==> config.mk <==
export PLATFORM = sky130hd
export DESIGN_NAME = bg_chain_requester
export DESIGN_NICKNAME = d
export VERILOG_FILES = /design/src/rtl/bgc_pkg.sv /design/src/rtl/bgc_sync.sv /design/src/rtl/bgc_fsm.sv /design/src/rtl/bgc_pass.sv /design/src/rtl/bg_chain_requester.sv
export SDC_FILE = /design/constraint.sdc
export NUM_CORES = 1
export LEC_CHECK = 0
export ABC_CLOCK_PERIOD_IN_PS = 4550
export CAP_MARGIN = 15
export CORE_MARGIN = 2
export CORE_UTILIZATION = 26
export CTS_CLUSTER_DIAMETER = 60
export DETAILED_ROUTE_END_ITERATION = 10
export DONT_BUFFER_PORTS = 1
export GPL_ROUTABILITY_DRIVEN = 0
export SLEW_MARGIN = 20
export SYNTH_ARGS = -nofsm -noshare
export SYNTH_HDL_FRONTEND = slang
export SYNTH_SLANG_ARGS = --single-unit
==> constraint.sdc <==
create_clock -name clk -period 4.55 [get_ports clk]
set_clock_uncertainty 0.05 [all_clocks]
set_input_delay 0 -clock clk [delete_from_list [all_inputs] [get_ports clk]]
set_output_delay 0 -clock clk [all_outputs]
set_load 0.05 [all_outputs]
==> src/rtl/bgc_pkg.sv <==
package bgc_pkg;
   typedef enum logic [1:0] {
      RQ_IDLE = 2'd0,
      RQ_WAIT = 2'd1,
      RQ_OWN  = 2'd2,
      RQ_HOLD = 2'd3
   } rq_state_t;
endpackage

==> src/rtl/bgc_sync.sv <==
module bgc_sync #(
   parameter int LEVELS      = 4,
   parameter int SYNC_STAGES = 2
) (
   input  logic              clk,
   input  logic              rst_n,
   input  logic [LEVELS-1:0] raw_in,
   output logic [LEVELS-1:0] sync_out
);
   if (SYNC_STAGES < 2) begin : g_bad_stages
      $error("bgc_sync: SYNC_STAGES must be at least 2");
   end

   for (genvar l = 0; l < LEVELS; l++) begin : g_lvl
      logic [SYNC_STAGES-1:0] chain_q;
      always_ff @(posedge clk or negedge rst_n) begin
         if (!rst_n) chain_q <= '0;
         else        chain_q <= {chain_q[SYNC_STAGES-2:0], raw_in[l]};
      end
      assign sync_out[l] = chain_q[SYNC_STAGES-1];
   end
endmodule

==> src/rtl/bgc_fsm.sv <==
module bgc_fsm
   import bgc_pkg::*;
#(
   parameter int LEVELS = 4,
   localparam int LVL_W = (LEVELS > 1) ? $clog2(LEVELS) : 1
) (
   input  logic              clk,
   input  logic              rst_n,
   input  logic [LVL_W-1:0]  home_level,
   input  logic              want_bus,
   input  logic [LEVELS-1:0] gin_s,
   input  logic [LEVELS-1:0] passing,
   output logic [LEVELS-1:0] claim_mask,
   output logic [LEVELS-1:0] req_pull,
   output logic              owned
);
   rq_state_t        state_q, state_d;
   logic [LVL_W-1:0] lvl_q;
   logic [LEVELS-1:0] lvl_onehot;
   logic             home_gnt, home_pass;

   assign lvl_onehot = LEVELS'(1) << lvl_q;
   assign home_gnt   = gin_s[lvl_q];
   assign home_pass  = passing[lvl_q];

   always_comb begin
      state_d = state_q;
      unique case (state_q)
         RQ_IDLE: if (want_bus) state_d = RQ_WAIT;
         RQ_WAIT: begin
            if (!want_bus)                    state_d = RQ_IDLE;
            else if (home_gnt && !home_pass)  state_d = RQ_OWN;
         end
         RQ_OWN:  if (!want_bus) state_d = RQ_HOLD;
         RQ_HOLD: if (!home_gnt) state_d = RQ_IDLE;
         default: state_d = RQ_IDLE;
      endcase
   end

   always_ff @(posedge clk or negedge rst_n) begin
      if (!rst_n) begin
         state_q <= RQ_IDLE;
         lvl_q   <= '0;
      end else begin
         state_q <= state_d;
         if (state_q == RQ_IDLE) lvl_q <= home_level;
      end
   end

   assign claim_mask = (state_q != RQ_IDLE) ? lvl_onehot : '0;
   assign req_pull   = (state_q == RQ_WAIT || state_q == RQ_OWN) ? lvl_onehot : '0;
   assign owned      = (state_q == RQ_OWN);
endmodule

==> src/rtl/bgc_pass.sv <==
module bgc_pass #(
   parameter int LEVELS = 4
) (
   input  logic              clk,
   input  logic              rst_n,
   input  logic [LEVELS-1:0] gin_s,
   input  logic [LEVELS-1:0] claim_mask,
   output logic [LEVELS-1:0] grant_out
);
   for (genvar l = 0; l < LEVELS; l++) begin : g_lvl
      logic out_q;
      always_ff @(posedge clk or negedge rst_n) begin
         if (!rst_n) out_q <= 1'b0;
         else        out_q <= gin_s[l] & (out_q | ~claim_mask[l]);
      end
      assign grant_out[l] = out_q;
   end
endmodule

==> src/rtl/bg_chain_requester.sv <==
module bg_chain_requester #(
   parameter int LEVELS      = 4,
   parameter int SYNC_STAGES = 2,
   localparam int LVL_W      = (LEVELS > 1) ? $clog2(LEVELS) : 1
) (
   input  logic              clk,
   input  logic              rst_n,
   input  logic [LVL_W-1:0]  home_level,
   input  logic              want_bus,
   input  logic [LEVELS-1:0] grant_in,
   output logic [LEVELS-1:0] grant_out,
   output logic [LEVELS-1:0] req_pull,
   output logic              owned
);
   if (LEVELS < 2) begin : g_bad_levels
      $error("bg_chain_requester: LEVELS must be at least 2");
   end

   logic [LEVELS-1:0] gin_s, claim_mask;

   bgc_sync #(.LEVELS(LEVELS), .SYNC_STAGES(SYNC_STAGES)) u_sync (
      .clk(clk), .rst_n(rst_n), .raw_in(grant_in), .sync_out(gin_s));

   bgc_fsm #(.LEVELS(LEVELS)) u_fsm (
      .clk(clk), .rst_n(rst_n), .home_level(home_level), .want_bus(want_bus),
      .gin_s(gin_s), .passing(grant_out), .claim_mask(claim_mask),
      .req_pull(req_pull), .owned(owned));

   bgc_pass #(.LEVELS(LEVELS)) u_pass (
      .clk(clk), .rst_n(rst_n), .gin_s(gin_s), .claim_mask(claim_mask),
      .grant_out(grant_out));
endmodule

==> flow_summary.toml, run 1 <==
[grt]
track_usage_pct = 9.27
antenna_found_initial = 0
overflow = 0
grt_start_max_net_pins = 17
grt_pass1_vias = 498
grt_first_pass_wirelength_um = 2300

[clock_network]
post_cts_resized = 0
h-tree-depth = 1
cts-root-buf = "clkbuf_4"
clock_latency_ns = 0.28
cts-buffers-inserted = 3
cts.sinks = 16
clkTransAtPathRegs_ns = 0.09
cts_tree = "yes"
cts_buffer_depth = 2

[route]
routed_wl_um = 1360
wl_per_cell_um = 13.4
drt_first_pass_iters = 4
drc_errors = 0
routed-via-count = 494
ant_nets = 0
drt_iter0_markers = 4
avgViaCountPerCell = 4.84

[critical_path]
slowest_delay_ns = 0.69
rr_worst_depth = 7
path_class = "flop to output pin"
critPathArrivalTime_ns = 1.89
crit_chain = "inv_1 > ha_1 > nand2_1 > nor2_1"
reg2reg_setup_slack_ns = 2.62
worst_setup_path_start_kind = "flop"
critPathLaunch = "u_fsm.state_q[0]$_DFFE_PN0P_"
cp_slowest_cell = "nor2_1"
r2r-start = "u_fsm.state_q[0]$_DFFE_PN0P_"
endpoint_kind = "output pin"
crit_path_end = "req_pull[2]"
crit_required_ns = 4.50
crit_fanout = 5

[timing]
fin_crit_sh_pct = 42.6
slew_headroom_pct = 41.0
tightest_slew_ns = 0.882
rsz0062_at_grt = "no"
hold_viol = 0
max_freq_mhz = 516
finalCriticalPeriod_ns = 1.94
whs_ns = 0.0837
finalSetupTns_ns = 0
final-setup-viol-count = 0
drv_slew = 0

[min_path]
whs_path_depth = 5
hold_path_class = "input pin to flop"

[layout]
diodes = 0
area_growth_pct = 14.6
layout.cells.non_filler = 102
fin_nets = 85
drive_gt1_share_pct = 14.1

[placement]
io_buffer_count = 0
hpwl_um = 1030
dp_cells = 90

[die]
placement_rows = 19
coreArea_um2 = 2760
start_util_pct = 27.4
dieHeight_um = 57.9
io_pins = 18
die_area_um2 = 3350
die_x_um = 57.9

[yosys]
yosysWarnings = 0
synth_seq_cells = 16
ys_seq_area_share_pct = 53.0
syn_inst = 64
synth.distinct_cells = 21
avgSynthCellArea_um2 = 11.8
synthesis.area_um2 = 756
syn_nets = 77

[power]
power_uw = 561
leakage_uw = 0.000387
p_per_area_nw_per_um2 = 648
irDropWorstVdd_uv = 280

[run_status]
status = "finished, final reports clean"

[job]
cap_viol_max_count = 0
[synthesized netlist by cell type]
cell type / number / share of area [%]
a31oi_4: 1 / 2.8
o31a_2: 1 / 1.3
o21ai_2: 1 / 1.2
nor3b_1: 1 / 0.99
o311ai_1: 1 / 1.2
buf_6: 2 / 3.0
inv_1: 5 / 2.5
nand2_1: 6 / 3.0
dfrtp_1: 16 / 53
o41a_2: 1 / 1.7
mux2_4: 1 / 2.0
ha_1: 4 / 6.6
nor2_1: 4 / 2.0
nor3_1: 2 / 1.3
mux2i_1: 3 / 4.0
a31oi_1: 2 / 1.7
o31a_1: 2 / 2.3
and3b_1: 1 / 1.2
nand2b_1: 3 / 2.5
o21ai_0: 3 / 2.0
buf_4: 4 / 4.0
[layout make-up]
type / instances / area [um2]
well taps: 31 / 38.8
multi-input cells: 37 / 284
fillers: 285 / 1890
inverters: 5 / 18.8
repair buffers: 9 / 87.6
flip-flops and latches: 16 / 400
clock buffers: 4 / 36.3
[cell usage in the layout, fill, tap and decap left out, types with 2 or more instances in the layout]
cell	n
nand2b_1	3
clkbuf_4	3
nor3_1	2
dlygate4sd3_1	8
inv_1	5
a31oi_1	2
o21ai_0	3
dfrtp_1	16
ha_1	4
nor2_1	4
nand2_1	6
mux2i_1	3
o31a_1	2
[flip-flops by register name (all words and copies together), names as in the netlist, named ones only]
signal and cells:
u_fsm.lvl_q 2, u_fsm.state_q 1, u_pass.g_lvl.out_q 4, u_sync.g_lvl.chain_q 8
[what timing repair did]
item,in CTS,in global routing
hold buffers,8,0
endpoints found under the hold margin,24,0
endpoints found under the setup margin,0,0
setup buffers,0,0
[layer usage]
layer	wire length, um	global-route usage, %	vias up
met5	0	0	-
met4	10	4.98	0
met3	81	2.01	4
met2	651	14.6	19
met1	619	11.8	242
li1	-	-	229
[through the flow]
step           utilization (%)  setup slack (ns)  instance area, um2
4_1_cts                   31.4              2.59                 866
3_5_place_dp              27.2              2.61                 749
6_report                  31.4              2.61                 866
3_3_place_gp              27.2              2.71                 749
2_1_floorplan                -              2.66                 756
5_1_grt                   31.4              2.41                 866
[critical path, delay by kind of cell, from the launching register on]
kind / cells / cell delay (ns)
fa+ha+maj: 1 / 0.32
simple gates: 2 / 0.77
flops: 1 / 0.42
buf+inv: 1 / 0.10
[worst min path at each step]
| stage | start | to | slack (ns) |
|---|---|---|---|
| after floorplan | rst_n | async pin | -0.35 |
| after global placement | rst_n | u_sync.g_lvl[2].chain_q[0]$_DFF_PN0_ | -0.35 |
| after detailed placement | rst_n | u_sync.g_lvl[2].chain_q[0]$_DFF_PN0_ | -0.35 |
| after CTS | want_bus | u_fsm.state_q[0]$_DFFE_PN0P_ | 0.09 |
| after global routing | want_bus | u_fsm.state_q[0]$_DFFE_PN0P_ | 0.13 |
| final | want_bus | u_fsm.state_q[0]$_DFFE_PN0P_ | 0.08 |
[cell families (layout without fill, tap and decap cells)]
| group | count (synthesis) | count (layout) | share of synthesized area, % |
|---|---|---|---|
| AO/OA/AOI/OAI | 12 | 12 | 14.1 |
| buffers and inverters | 11 | 18 | 9.44 |
| multiplexers | 4 | 4 | 5.96 |
| AND/OR/NAND/NOR | 17 | 17 | 10.9 |
| flip-flops | 16 | 16 | 53.0 |
| adder cells (fa/ha/maj) | 4 | 4 | 6.62 |
[power breakdown]
part / total, uW / switching [uW] / leakage (uW) / internal, uW
clock network: 89.5 / 40.8 / 0.0000210 / 48.6
registers: 236 / 68.3 / 0.000190 / 168
logic: 235 / 155 / 0.000176 / 80.0
total: 561 / 264 / 0.000387 / 296
Note: power is estimated with default switching activity, not from simulation.
==> run 2: changes to the inputs <==
--- a/config.mk
+++ b/config.mk
@@ -5,7 +5,7 @@
 export SDC_FILE = /design/constraint.sdc
 export NUM_CORES = 1
 export LEC_CHECK = 0
-export ABC_CLOCK_PERIOD_IN_PS = 4550
+export ABC_CLOCK_PERIOD_IN_PS = 2000
 export CAP_MARGIN = 15
 export CORE_MARGIN = 2
 export CORE_UTILIZATION = 26
==> constraint.sdc (replaced) <==
create_clock -name clk -period 2 [get_ports clk]
set_clock_uncertainty 0.05 [all_clocks]
set_input_delay 0 -clock clk [delete_from_list [all_inputs] [get_ports clk]]
set_output_delay 0 -clock clk [all_outputs]
set_load 0.05 [all_outputs]
==> flow_summary.toml, run 2 (synthesized netlist as in run 1, its figures left out) <==
[job]
cap_viol_max_count = 0

[die]
die_x_um = 57.9
die_area_um2 = 3350
io_pins = 18
coreArea_um2 = 2760
dieHeight_um = 57.9
placement_rows = 19
start_util_pct = 27.4

[clock_network]
cts_hold_buf = 8
cts-buffers-inserted = 3
cts_buffer_depth = 2
cts-root-buf = "clkbuf_4"
cts.sinks = 16
cts_setup_buffers = 0
clock_latency_ns = 0.28
post_cts_resized = 0
h-tree-depth = 1
clkTransAtPathRegs_ns = 0.08
cts_tree = "yes"

[timing]
rsz0062_at_grt = "no"
tightest_slew_ns = 0.697
drv_slew = 0
hold_viol = 0
finalCriticalPeriod_ns = 1.77
slew_headroom_pct = 53.4
fin_ws_ns = 0.232
finalSetupTns_ns = 0
fin_crit_sh_pct = 88.4
final-setup-viol-count = 0
max_freq_mhz = 566

[layout]
final_common_cell = "dfrtp_1"
final_cell_mix = "16 x dfrtp_1, 8 x dlygate4sd3_1, 7 x buf_4, 6 x nand2_1, 5 x inv_1"
largest_reg_flops = 8
fin_nets = 91
regMostFlops = "u_sync.g_lvl.chain_q"
top_regs = "u_sync.g_lvl.chain_q: 8 flops, u_pass.g_lvl.out_q: 4 flops, u_fsm.lvl_q: 2 flops"
diodes = 0
num-fill-cells = 279
drive_gt1_share_pct = 20.8
area_growth_pct = 20.5

[route]
routed_wl_um = 1280
drt_iter0_markers = 4
routed-via-count = 503
drt_first_pass_iters = 3
wl_per_cell_um = 11.8
drc_errors = 0
avgViaCountPerCell = 4.66
ant_nets = 0

[grt]
antenna_found_initial = 0
track_usage_pct = 8.51
grt_start_max_net_pins = 17
grt_first_pass_wirelength_um = 2150
overflow = 0
grt_pass1_vias = 500

[critical_path]
crit_fanout = 8
path_class = "flop to flop"
worst_setup_path_start_kind = "flop"
crit_required_ns = 2.15
endpoint_kind = "flop"
reg2reg_setup_slack_ns = 0.23
critPathArrivalTime_ns = 1.92

[placement]
hpwl_um = 948
dp_slack_ns = 0.241
io_buffer_count = 0

[power]
irDropWorstVdd_uv = 1050
leakage_uw = 0.000418
p_per_area_nw_per_um2 = 1460

[run_status]
status = "finished, final reports clean"

[min_path]
hold_path_class = "input pin to flop"
-- run 2: worst max-delay path, stage by stage, from the launching register on --
cell and delay [ns]:
dfrtp_1 0.42, inv_1 0.10, ha_1 0.32, mux2i_1 0.17, o21ai_0 0.16, a31oi_4 0.20, a31oi_1 0.11, a31oi_1 0.16
-- run 2: report_power, final --
group / leakage [uW] / switching, uW / total, uW / internal, uW
registers: 0.000190 / 124 / 507 / 382
clock network: 0.0000210 / 95.5 / 206 / 111
logic: 0.000207 / 391 / 616 / 225
-- run 2: final cells by class --
| cell class | instances | area (um2) | area share [%] |
|---|---|---|---|
| Sequential cell | 16 | 400 | 44.0 |
| Multi-Input combinational cell | 37 | 284 | 31.2 |
| Timing Repair Buffer | 15 | 133 | 14.6 |
| Tap cell | 31 | 38.8 | 4.26 |
| Clock buffer | 4 | 36.3 | 3.98 |
| Inverter | 5 | 18.8 | 2.06 |
-- run 2: worst paths after layout --
check	startpoint	end	depth (start not counted)
worst max-delay path	u_fsm.state_q[0]$_DFFE_PN0P_	flop	7
worst min-delay path	want_bus	u_fsm.state_q[0]$_DFFE_PN0P_	5
worst max register to register	u_fsm.state_q[0]$_DFFE_PN0P_	flop	7
worst min register to register	u_sync.g_lvl[2].chain_q[0]$_DFF_PN0_	u_sync.g_lvl[2].chain_q[1]$_DFF_PN0_	0
max in group asynchronous	rst_n	u_sync.g_lvl[1].chain_q[0]$_DFF_PN0_	1
min in group asynchronous	rst_n	u_pass.g_lvl[3].out_q$_DFF_PN0_	1
-- run 2: layer usage --
layer,vias to the layer above,routed length (um),track usage [%]
li1,240,-,-
met4,0,10,4.98
met1,242,607,10.6
met2,19,591,14.0
met3,2,67,1.34
met5,-,0,0
-- run 2: through the flow --
stage	instance area, um2	hold WS [ns]	std cells	util [%]	total power (uW)
6_report	911	0.102	108	33.0	1330
5_1_grt	911	0.107	108	33.0	1420
4_1_cts	911	0.0900	108	33.0	1340
3_5_place_dp	795	-0.345	96	28.8	1110
3_3_place_gp	795	-0.345	96	28.8	1100
2_1_floorplan	756	-0.346	64	-	1020
==> run 3: changes to the inputs <==
--- a/config.mk
+++ b/config.mk
@@ -5,11 +5,13 @@
 export SDC_FILE = /design/constraint.sdc
 export NUM_CORES = 1
 export LEC_CHECK = 0
+export ABC_AREA = 1
 export ABC_CLOCK_PERIOD_IN_PS = 2000
 export CAP_MARGIN = 15
 export CORE_MARGIN = 2
 export CORE_UTILIZATION = 26
 export CTS_CLUSTER_DIAMETER = 60
+export CTS_CLUSTER_SIZE = 10
 export DETAILED_ROUTE_END_ITERATION = 10
 export DONT_BUFFER_PORTS = 1
 export GPL_ROUTABILITY_DRIVEN = 0
==> flow_summary.toml, run 3 <==
[yosys]
synth_seq_cells = 16
synth_ff_type = "dfrtp_1"
yosysWarnings = 0
synth_edf_count = 0
ys_seq_area_share_pct = 50.0
syn_inst = 81
synth.distinct_cells = 21
synthTopCellsByArea = "dfrtp_1 50%, nand2_1 7.5%, ha_1 6.3%"
netlist_top_cells_count = "16 x dfrtp_1, 16 x nand2_1, 7 x inv_1, 7 x nand2_2"
synth_area_leader_cell = "dfrtp_1"
async_flop_share_pct = 100
synth_top_area_share_pct = 50.0
syn_nets = 94
avgSynthCellArea_um2 = 9.89
synthesis.area_um2 = 801

[route]
drt_iter0_markers = 8
routed_wl_um = 1420
ant_nets = 0
wl_per_cell_um = 11.2
avgViaCountPerCell = 4.40
drt_first_pass_iters = 3
drc_errors = 0
routed-via-count = 559

[timing]
finalSetupTns_ns = 0
hold_viol = 0
rsz0062_at_grt = "no"
slew_headroom_pct = 53.0
fin_crit_sh_pct = 79.6
fin_ws_ns = 0.407
finalCriticalPeriod_ns = 1.59
tightest_slew_ns = 0.703
max_freq_mhz = 628
drv_slew = 0
final-setup-viol-count = 0

[layout]
multi_input_area_um2 = 309
top_regs = "u_sync.g_lvl.chain_q: 8 flops, u_pass.g_lvl.out_q: 4 flops, u_fsm.lvl_q: 2 flops"
final_cell_mix = "16 x nand2_1, 16 x dfrtp_1, 8 x dlygate4sd3_1"
final_core_util_pct = 32.2
largest_reg_flops = 8
area_growth_pct = 19.7
drive_gt1_share_pct = 27.7
fin_nets = 108
diodes = 0
regMostFlops = "u_sync.g_lvl.chain_q"
ff_latch_area_um2 = 400
num-fill-cells = 301

[critical_path]
timing.rr.end = "u_fsm.state_q[0]$_DFFE_PN0P_"
worst_setup_path_start_kind = "flop"
crit_fanout = 6
rr_worst_depth = 8
crit_required_ns = 1.95
path_class = "flop to output pin"
critPathArrivalTime_ns = 1.54
endpoint_kind = "output pin"
r2r-start = "u_fsm.state_q[0]$_DFFE_PN0P_"
reg2reg_setup_slack_ns = 0.42

[power]
p_per_area_nw_per_um2 = 1570
leakage_uw = 0.000475
p_comb_share_pct = 51.6
irDropWorstVdd_uv = 565
pwr-share-clk_pct = 14.2
intPower_uw = 753
p_seq_share_pct = 34.2
sw_frac_of_total_pct = 49.9
power_uw = 1500
power_switching_uw = 749

[min_path]
hp-start = "want_bus"
hold_path_class = "input pin to flop"
whs_path_depth = 5
hold-path-endpoint = "u_fsm.state_q[0]$_DFFE_PN0P_"

[placement]
hpwl_um = 1050
dp_slack_ns = 0.422
io_buffer_count = 0

[grt]
antenna_found_initial = 0
track_usage_pct = 9.13
grt_pass1_vias = 552
grt_first_pass_wirelength_um = 2400
overflow = 0
grt_start_max_net_pins = 17

[clock_network]
cts_buffer_depth = 2
h-tree-depth = 1
cts-buffers-inserted = 3
post_cts_resized = 0
clock_latency_ns = 0.28
cts.sinks = 16
clkTransAtPathRegs_ns = 0.10
cts_setup_buffers = 0
cts_hold_buf = 8
cts_tree = "yes"
cts-root-buf = "clkbuf_4"

[die]
placement_rows = 20
dieHeight_um = 59.5
coreArea_um2 = 2980
die_x_um = 59.5
start_util_pct = 26.9
io_pins = 18
die_area_um2 = 3540

[job]
cap_viol_max_count = 0

[run_status]
status = "finished, final reports clean"
## run 3: changes by cell type after synthesis, moves of 2 or more
| cell | previous run | this run |
|---|---|---|
| nand2_1 | 6 | 16 |
| nand2_2 | 0 | 7 |
| nand3_1 | 0 | 4 |
| mux2i_1 | 3 | 0 |
| nand2b_1 | 3 | 0 |
| a31oi_1 | 2 | 0 |
| inv_1 | 5 | 7 |
| nand2_4 | 0 | 2 |
| nor3_1 | 2 | 4 |
| o21ai_0 | 3 | 1 |
## run 3: worst max-delay path, stage by stage (launching register included)
cell and delay (ns):
dfrtp_1 0.44, inv_1 0.09, ha_1 0.28, inv_1 0.06, nor3_1 0.15, buf_4 0.23
## run 3: cell families (layout without fill, tap and decap cells)
family / Yosys count / after routing / synth area share, %
AO/OA/AOI/OAI: 7 / 7 / 8.13
adder cells (fa/ha/maj): 4 / 4 / 6.25
buffers and inverters: 15 / 28 / 11.4
AND/OR/NAND/NOR: 39 / 39 / 24.2
flip-flops: 16 / 16 / 50.0
## run 3: worst max-delay path by stage
stage	cells after the start	to	start	slack, ns
after floorplan	4	req_pull[0]	u_fsm.state_q[0]$_DFFE_PN0P_	0.11
after global placement	8	u_fsm.state_q[0]$_DFFE_PN0P_	u_fsm.state_q[0]$_DFFE_PN0P_	0.51
after detailed placement	8	u_fsm.state_q[0]$_DFFE_PN0P_	u_fsm.state_q[0]$_DFFE_PN0P_	0.42
after CTS	8	u_fsm.state_q[0]$_DFFE_PN0P_	u_fsm.state_q[0]$_DFFE_PN0P_	0.39
after global routing	8	u_fsm.state_q[0]$_DFFE_PN0P_	u_fsm.state_q[0]$_DFFE_PN0P_	0.23
final	5	req_pull[2]	u_fsm.state_q[0]$_DFFE_PN0P_	0.41
## run 3: power by group through the flow
stage / sequential (uW) / clock, uW / combinational (uW)
floorplan: 432 / 0 / 743
global placement: 517 / 0 / 751
detailed placement: 519 / 0 / 761
CTS: 513 / 216 / 786
global route: 527 / 232 / 858
finish: 513 / 213 / 775
## run 3: layout make-up
type	instances	share of cell area (%)
Tap cell	33	4.31
Multi-Input combinational cell	50	32.2
Sequential cell	16	41.8
Timing Repair Buffer	15	13.8
Inverter	9	4.05
Clock buffer	4	3.79
## run 3: metal layers
layer	global-route usage, %	vias up	part of all wire [%]
met3	3.06	2	4.6
met4	3.81	0	0.85
met1	11.1	267	45
li1	-	280	-
met2	14.8	10	49
met5	0	-	0
## run 3: per-stage QoR
step | cell area, um2 | hold slack (ns) | instances
floorplan | 801 | -0.346 | 81
global placement | 842 | -0.345 | 115
detailed placement | 842 | -0.345 | 115
CTS | 958 | 0.0343 | 127
global route | 958 | 0.0186 | 127
finish | 958 | 0.0227 | 127
